`src/rtl/lineLockPkg.sv`:
```
package lineLockPkg;

  // Strobes issued by the control to the datapath
  typedef struct packed {
    logic restartCount;
    logic bumpStreak;
    logic clearStreak;
  } dpStrobes_t;

  // Comparison of the closing period count against the target
  typedef struct packed {
    logic above;
    logic below;
    logic exact;
  } cmpFlags_t;

endpackage

```
`src/rtl/lineLockDatapath.sv`:
```
module lineLockDatapath
  import lineLockPkg::*;
#(
  parameter int CNT_W        = 6,
  parameter int TARGET       = 33,
  parameter int LOCK_PERIODS = 4
) (
  input  logic       clk,
  input  logic       rstN,
  input  logic       tickIn,
  input  dpStrobes_t strobes,
  output cmpFlags_t  cmpFlags,
  output logic       streakFull
);

  localparam int STREAK_W = $clog2(LOCK_PERIODS + 1);
  localparam logic [CNT_W-1:0]    CNT_MAX    = {CNT_W{1'b1}};
  localparam logic [CNT_W-1:0]    TGT        = CNT_W'(TARGET);
  localparam logic [STREAK_W-1:0] STREAK_TOP = STREAK_W'(LOCK_PERIODS);

  logic [CNT_W-1:0]    tickCnt;
  logic [CNT_W-1:0]    measured;
  logic [STREAK_W-1:0] streak;

  // Saturating count including a tick in the current cycle
  always_comb begin
    if (tickIn && tickCnt != CNT_MAX) measured = tickCnt + 1'b1;
    else                              measured = tickCnt;
  end

  always_ff @(posedge clk or negedge rstN) begin
    if (!rstN)                     tickCnt <= '0;
    else if (strobes.restartCount) tickCnt <= '0;
    else                           tickCnt <= measured;
  end

  assign cmpFlags.above = measured > TGT;
  assign cmpFlags.below = measured < TGT;
  assign cmpFlags.exact = measured == TGT;

  always_ff @(posedge clk or negedge rstN) begin
    if (!rstN)                   streak <= '0;
    else if (strobes.clearStreak) streak <= '0;
    else if (strobes.bumpStreak && streak != STREAK_TOP) streak <= streak + 1'b1;
  end

  assign streakFull = (streak == STREAK_TOP);

endmodule

```
`src/rtl/lineLockControl.sv`:
```
module lineLockControl
  import lineLockPkg::*;
(
  input  logic       clk,
  input  logic       rstN,
  input  logic       periodMark,
  input  logic       currentPresent,
  input  logic       chanSelected,
  input  logic       threeTermMode,
  input  cmpFlags_t  cmpFlags,
  output dpStrobes_t strobes,
  output logic       incReq,
  output logic       decReq
);

  logic enable;
  logic armed;
  logic evalNow;

  assign enable  = threeTermMode & currentPresent & chanSelected;
  assign evalNow = periodMark & enable & armed;

  always_comb begin
    strobes.restartCount = periodMark;
    strobes.bumpStreak   = evalNow & cmpFlags.exact;
    strobes.clearStreak  = ~enable | (evalNow & ~cmpFlags.exact);
  end

  always_ff @(posedge clk or negedge rstN) begin
    if (!rstN) begin
      armed  <= 1'b0;
      incReq <= 1'b0;
      decReq <= 1'b0;
    end else begin
      armed  <= enable & (armed | periodMark);
      incReq <= evalNow & cmpFlags.above;
      decReq <= evalNow & cmpFlags.below;
    end
  end

endmodule

```
`src/rtl/lineLockDetect.sv`:
```
module lineLockDetect
  import lineLockPkg::*;
#(
  parameter int CNT_W        = 6,
  parameter int TARGET       = 33,
  parameter int LOCK_PERIODS = 4
) (
  input  logic clk,
  input  logic rstN,
  input  logic tickIn,
  input  logic periodMark,
  input  logic currentPresent,
  input  logic chanSelected,
  input  logic threeTermMode,
  output logic incPeriodReq,
  output logic decPeriodReq,
  output logic lockedOut
);

  dpStrobes_t strobes;
  cmpFlags_t  cmpFlags;

  lineLockControl i_ctrl (
    .clk            (clk),
    .rstN           (rstN),
    .periodMark     (periodMark),
    .currentPresent (currentPresent),
    .chanSelected   (chanSelected),
    .threeTermMode  (threeTermMode),
    .cmpFlags       (cmpFlags),
    .strobes        (strobes),
    .incReq         (incPeriodReq),
    .decReq         (decPeriodReq)
  );

  lineLockDatapath #(
    .CNT_W        (CNT_W),
    .TARGET       (TARGET),
    .LOCK_PERIODS (LOCK_PERIODS)
  ) i_dp (
    .clk        (clk),
    .rstN       (rstN),
    .tickIn     (tickIn),
    .strobes    (strobes),
    .cmpFlags   (cmpFlags),
    .streakFull (lockedOut)
  );

endmodule

```
`config.mk`:
```
export PLATFORM = sky130hd
export DESIGN_NAME = lineLockDetect
export DESIGN_NICKNAME = d
export VERILOG_FILES = /design/src/rtl/lineLockPkg.sv /design/src/rtl/lineLockDatapath.sv /design/src/rtl/lineLockControl.sv /design/src/rtl/lineLockDetect.sv
export SDC_FILE = /design/constraint.sdc
export NUM_CORES = 1
export LEC_CHECK = 0
export CORE_UTILIZATION = 51
export DETAILED_ROUTE_END_ITERATION = 10
export PLACE_DENSITY = 0.84
export SLEW_MARGIN = 20
export SYNTH_ARGS = -nofsm -noshare
export SYNTH_HDL_FRONTEND = slang
export SYNTH_SLANG_ARGS = --single-unit
export TNS_END_PERCENT = 50
```
`constraint.sdc`:
```
create_clock -name clk -period 1.9 [get_ports clk]
set_input_delay 0.38 -clock clk [delete_from_list [all_inputs] [get_ports clk]]
set_output_delay 0.38 -clock clk [all_outputs]
set_load 0.05 [all_outputs]
```
# Word level (Yosys, flattened, before mapping)
# Index checks and enable logic that the tools add are counted.
# totals
regBits,12
inputBits,7
out_inout_bits,3
wordCells,33
# classes
addsub,2
order_cmp,2
n_eq_ne,4
muxes,4
n_bitwise,13
reduce_logical,3
# ops
operator,count
$mux W6,2
$and A1 B1 Y1,9
$add A6 B1 Y6 const B,1
$eq A6 B6 Y1 const B,1
$gt A6 B6 Y1 const B,1
$lt A6 B6 Y1 const B,1
$mux W3,2
$ne A6 B6 Y1 const B,1
$add A3 B1 Y3 const B,1
$eq A3 B3 Y1 const B,1
$ne A3 B3 Y1 const B,1
$logic_and A1 B1 Y1,2
$not A1 Y1,2
$or A1 B1 Y1,2
$reduce_bool A2 Y1,1

# Depth between registers and ports, before layout
# depth
word_depth,8
mapped_depth,8

# By module
# Synthesis repeated with hierarchy kept, for this count alone.
# hier_totals
cells_unflattened,73
hier_area_um2,729.4
# modules_own_cells
mod,n_inst,cells_per_inst,area_per_inst_um2,seq_area_each_um2
lineLockDatapath,1,59,588.1,225.2
lineLockControl,1,14,141.4,75.1

# Worst setup path after synthesis
# Ideal clock, no wire load.
# synth_timing
kind,register -> register
startpoint,register i_dp.tickCnt[0]
endpoint,register i_dp.streak[0]
setup_time_ns,0.075
arrival_time_ns,1.619
required_ns,1.825
setup_slack_ns,0.205
stages_incl_launch_ff,9
path_buffers,1
path_cell_list,dfrtp_1 ha_1 nand3_2 o21ai_4 mux2i_1 and3_1 buf_6 a31oi_4 o21ai_2
# synth_via
elab_chain_cells,8
word_cells_on_any_way,12
cone_classes,1 x add/sub; 2 x eq/ne; 2 x mux; 4 x bitwise; 3 x reduce/logical
# synth_lines
element,line,rtl
"start, declared",lineLockDatapath.sv:21,logic [CNT_W-1:0] tickCnt;
"start signal, assigned",lineLockDatapath.sv:34,else tickCnt <= measured;
"parallel branches: the longest is 2 deep, another holds $add A6 B1 Y6",n/a,
$mux W6 *,lineLockDatapath.sv:27,if (tickIn && tickCnt != CNT_MAX) measured = tickCnt + 1'b1;
$eq A6 B6 Y1 *,lineLockDatapath.sv:39,assign cmpFlags.exact = measured == TGT;
$not A1 Y1,lineLockControl.sv:26,strobes.clearStreak = ~enable | (evalNow & ~cmpFlags.exact);
$and A1 B1 Y1,lineLockControl.sv:26,
$or A1 B1 Y1,lineLockControl.sv:26,
$mux W3 / $reduce_bool A2 Y1 (equally long branches),n/a,
"end signal, assigned",lineLockDatapath.sv:44,else if (strobes.bumpStreak && streak != STREAK_TOP) streak <= streak + 1'b1;
"end, declared",lineLockDatapath.sv:23,logic [STREAK_W-1:0] streak;
# Mark *: on every way between the ends.
# A chain may end at the register's enable or synchronous reset.

# Worst setup path in the final report
# layout_timing
startpoint,register i_dp.tickCnt[1]
endpoint,register i_dp.streak[0]
# Same word-level chain as after synthesis.

==> results.cfg <==
[floorplan]
num_rows = 12
coreArea_sq_um = 1190
die_y_microns = 38.8
initial_utilization_pct = 58.2
ios = 10
dieArea_sq_um = 1510
dieWidth_microns = 38.8

[global_routing]
grt_pass1_vias = 530
antenna_found_initial = 0
grt_util_all_layers_pct = 22.6
grt_pass1_wl_microns = 2240
grt_max_degree = 13
overflow = 0

[layout]
areaGrowthSynthToFinish_pct = 25.4
fillers = 97
drive_above_1_share_pct = 21.4
antenna_cells = 0
fin_nets = 96
multi_input_area_sq_um = 369
seqCellArea_sq_um = 300

[timing]
drv_slew = 0
max_freq_mhz = 553
hold_viol = 0
period_share_pct = 95.1
tightestPinTransition_ns = 0.524
setup_viol = 0
period_needed_ns = 1.81
setup_slack_ns = 0.0929
rsz0062_at_grt = false
relSlewSlack_pct = 65.0
fin_worst_skew_ns = 0.00282

[logic_synthesis]
ys_seq_area_share_pct = 43.5
synth_top_area_cell = dfrtp_1
synth_ff_type = dfrtp_1
yosysWarnings = 0
ys_async_sr_fraction_pct = 100
synth_area_per_cell_sq_um = 10.2
synthCells = 68
yosysTopAreaCellShare_pct = 43.5
synthesis.area_sq_um = 691
ys_seq_elements = 12
yosysMostFrequentCell = dfrtp_1
synth_cell_types = 30
synth_edf_count = 0
yosys-top-cells-area = dfrtp_1 43%, mux2i_1 5.8%, ha_1 5.4%, nor2_1 4.3%, nand4_1 3.6%
synthTopCellsByCount = 12 x dfrtp_1, 8 x nor2_1, 4 x mux2i_1, 4 x nand4_1
syn-num-nets = 78

[hold_path]
min_path_type = primary input to async pin

[clock_network]
clock_sinks = 12
h-tree-depth = 1
cts_root_buf = clkbuf_4
path_clk_slew_ns = 0.07
post_cts_buffers = 0
cts_hold_buf = 0
cts_tree = done
clock_path_buffers = 2
cts_buffers = 3
insertion_delay_ns = 0.28

[setup_path]
worstSetupStartpointType = flop
cpPeakStageDelay_ns = 0.41
required_ns = 2.11
crit_path_max_fanout = 6
crit_path_end_kind = flop
crit_slowest_cell = dfrtp_1
crit_type = flop to flop
cp.arrival_ns = 2.01
worstPathCellList = ha_1 > nand3_2 > o21ai_4 > mux2i_1 > and3_4 > a31oi_4 > o21ai_2

[detailed_routing]
dr.first_iter.drc_count = 8
ant_nets = 0
viasPerCell = 5.69
remaining_drc_errors = 0
vias = 558
wl_microns = 1360
dr.pass1.iters = 3
avgRoutedWirePerCell_microns = 13.9

[pwr]
p_per_area_nw_per_um2 = 572
max-vdd-ir-drop_mv = 0.477
power_uw = 495
power.leakage_uw = 0.000391

[job]
cap_viol_max_count = 0

[placement]
io_buffers = 9
preCtsSetupSlack_ns = -0.195
place_congestion = 0.832
dp_hpwl_microns = 1090

[run_status]
status = completed
## final timing paths
| kind | startpoint | cells past startpoint | to | slack (ns) |
|---|---|---|---|---|
| max | i_dp.tickCnt[1] | 7 | i_dp.streak[0] | 0.09 |
| max in group asynchronous | rstN | 1 | i_dp.streak[2] | 1.11 |
| min in group clk | i_ctrl.armed | 1 | i_ctrl.armed | 0.48 |
| min reg2reg | i_ctrl.armed | 1 | i_ctrl.armed | 0.48 |
| max reg2reg | i_dp.tickCnt[1] | 7 | i_dp.streak[0] | 0.09 |
| min | rstN | 1 | i_dp.tickCnt[2] | 0.44 |
## layout by cell type (no fill, tap or decap), types with 3 or more instances in the layout
master | synthesis | routed
mux2i_1 | 4 | 4
nand4_1 | 4 | 4
buf_4 | 0 | 6
clkdlybuf4s50_1 | 0 | 8
ha_1 | 3 | 3
dfrtp_1 | 12 | 12
nand3_1 | 3 | 3
clkbuf_4 | 0 | 3
nor3_1 | 3 | 3
nand2_1 | 3 | 3
inv_1 | 3 | 3
nor2_1 | 8 | 8
## worst max-delay path: cells and delay by family, from the launching register on
kind	cells	cell delay, ns
muxes	1	0.29
DFF	1	0.41
AOI/OAI and AO/OA	3	0.42
adders and majority gates	1	0.22
and+or+nand+nor	2	0.39
## through the flow
stage	hold WS [ns]	cell area, sq um	setup TNS (ns)	instances	utilization (%)
after floorplan	0.0844	691	0	68	-
after global placement	0.468	838	-0.344	95	70.7
after detailed placement	0.468	838	-0.716	95	70.7
after CTS	0.460	861	0	98	72.6
after global routing	0.491	866	0	98	73.0
final	0.444	866	0	98	73.0
## cell type report
| class | instances | area share, % |
|---|---|---|
| Clock buffer | 3 | 2.60 |
| Inverter | 3 | 1.30 |
| Multi-Input combinational cell | 51 | 42.6 |
| Tap cell | 14 | 2.02 |
| Timing Repair Buffer | 15 | 16.8 |
| Sequential cell | 12 | 34.7 |
## state kept, by name, summed over array words and instances (netlist names)
name / count
i_ctrl.incReq: 1
i_dp.streak: 3
i_ctrl.armed: 1
i_ctrl.decReq: 1
i_dp.tickCnt: 6
## metal layers
layer | GRT usage (%) | up-vias | part of all wire (%)
met1 | 25.8 | 264 | 46
li1 | - | 281 | -
met3 | 3.47 | 2 | 2.6
met5 | 0 | - | 0
met4 | 12.9 | 0 | 1.8
met2 | 39.2 | 11 | 49
## logic make-up after synthesis
family                   count (synthesis)  share of synthesized area [%]
AND/OR/NAND/NOR                         29                           21.9
AO/OA/AOI/OAI                           13                           17.0
flip-flops                              12                           43.5
buffers and inverters                    5                           3.80
multiplexers                             4                           5.80
adder cells (fa/ha/maj)                  3                           5.44
XOR/XNOR                                 2                           2.54
## power breakdown
group / switching [uW] / leakage [uW] / internal (uW)
clock network: 85.9 / 0.0000138 / 73.5
logic: 33.6 / 0.000211 / 35.9
registers: 5.89 / 0.000166 / 260
total: 125 / 0.000391 / 370
## timing repair
item | CTS | global route
setup endpoints to repair | 0 | 4
gates resized for setup | 0 | 2
endpoints found under the hold margin | 0 | 0
Note: power is estimated with default switching activity, not from simulation.
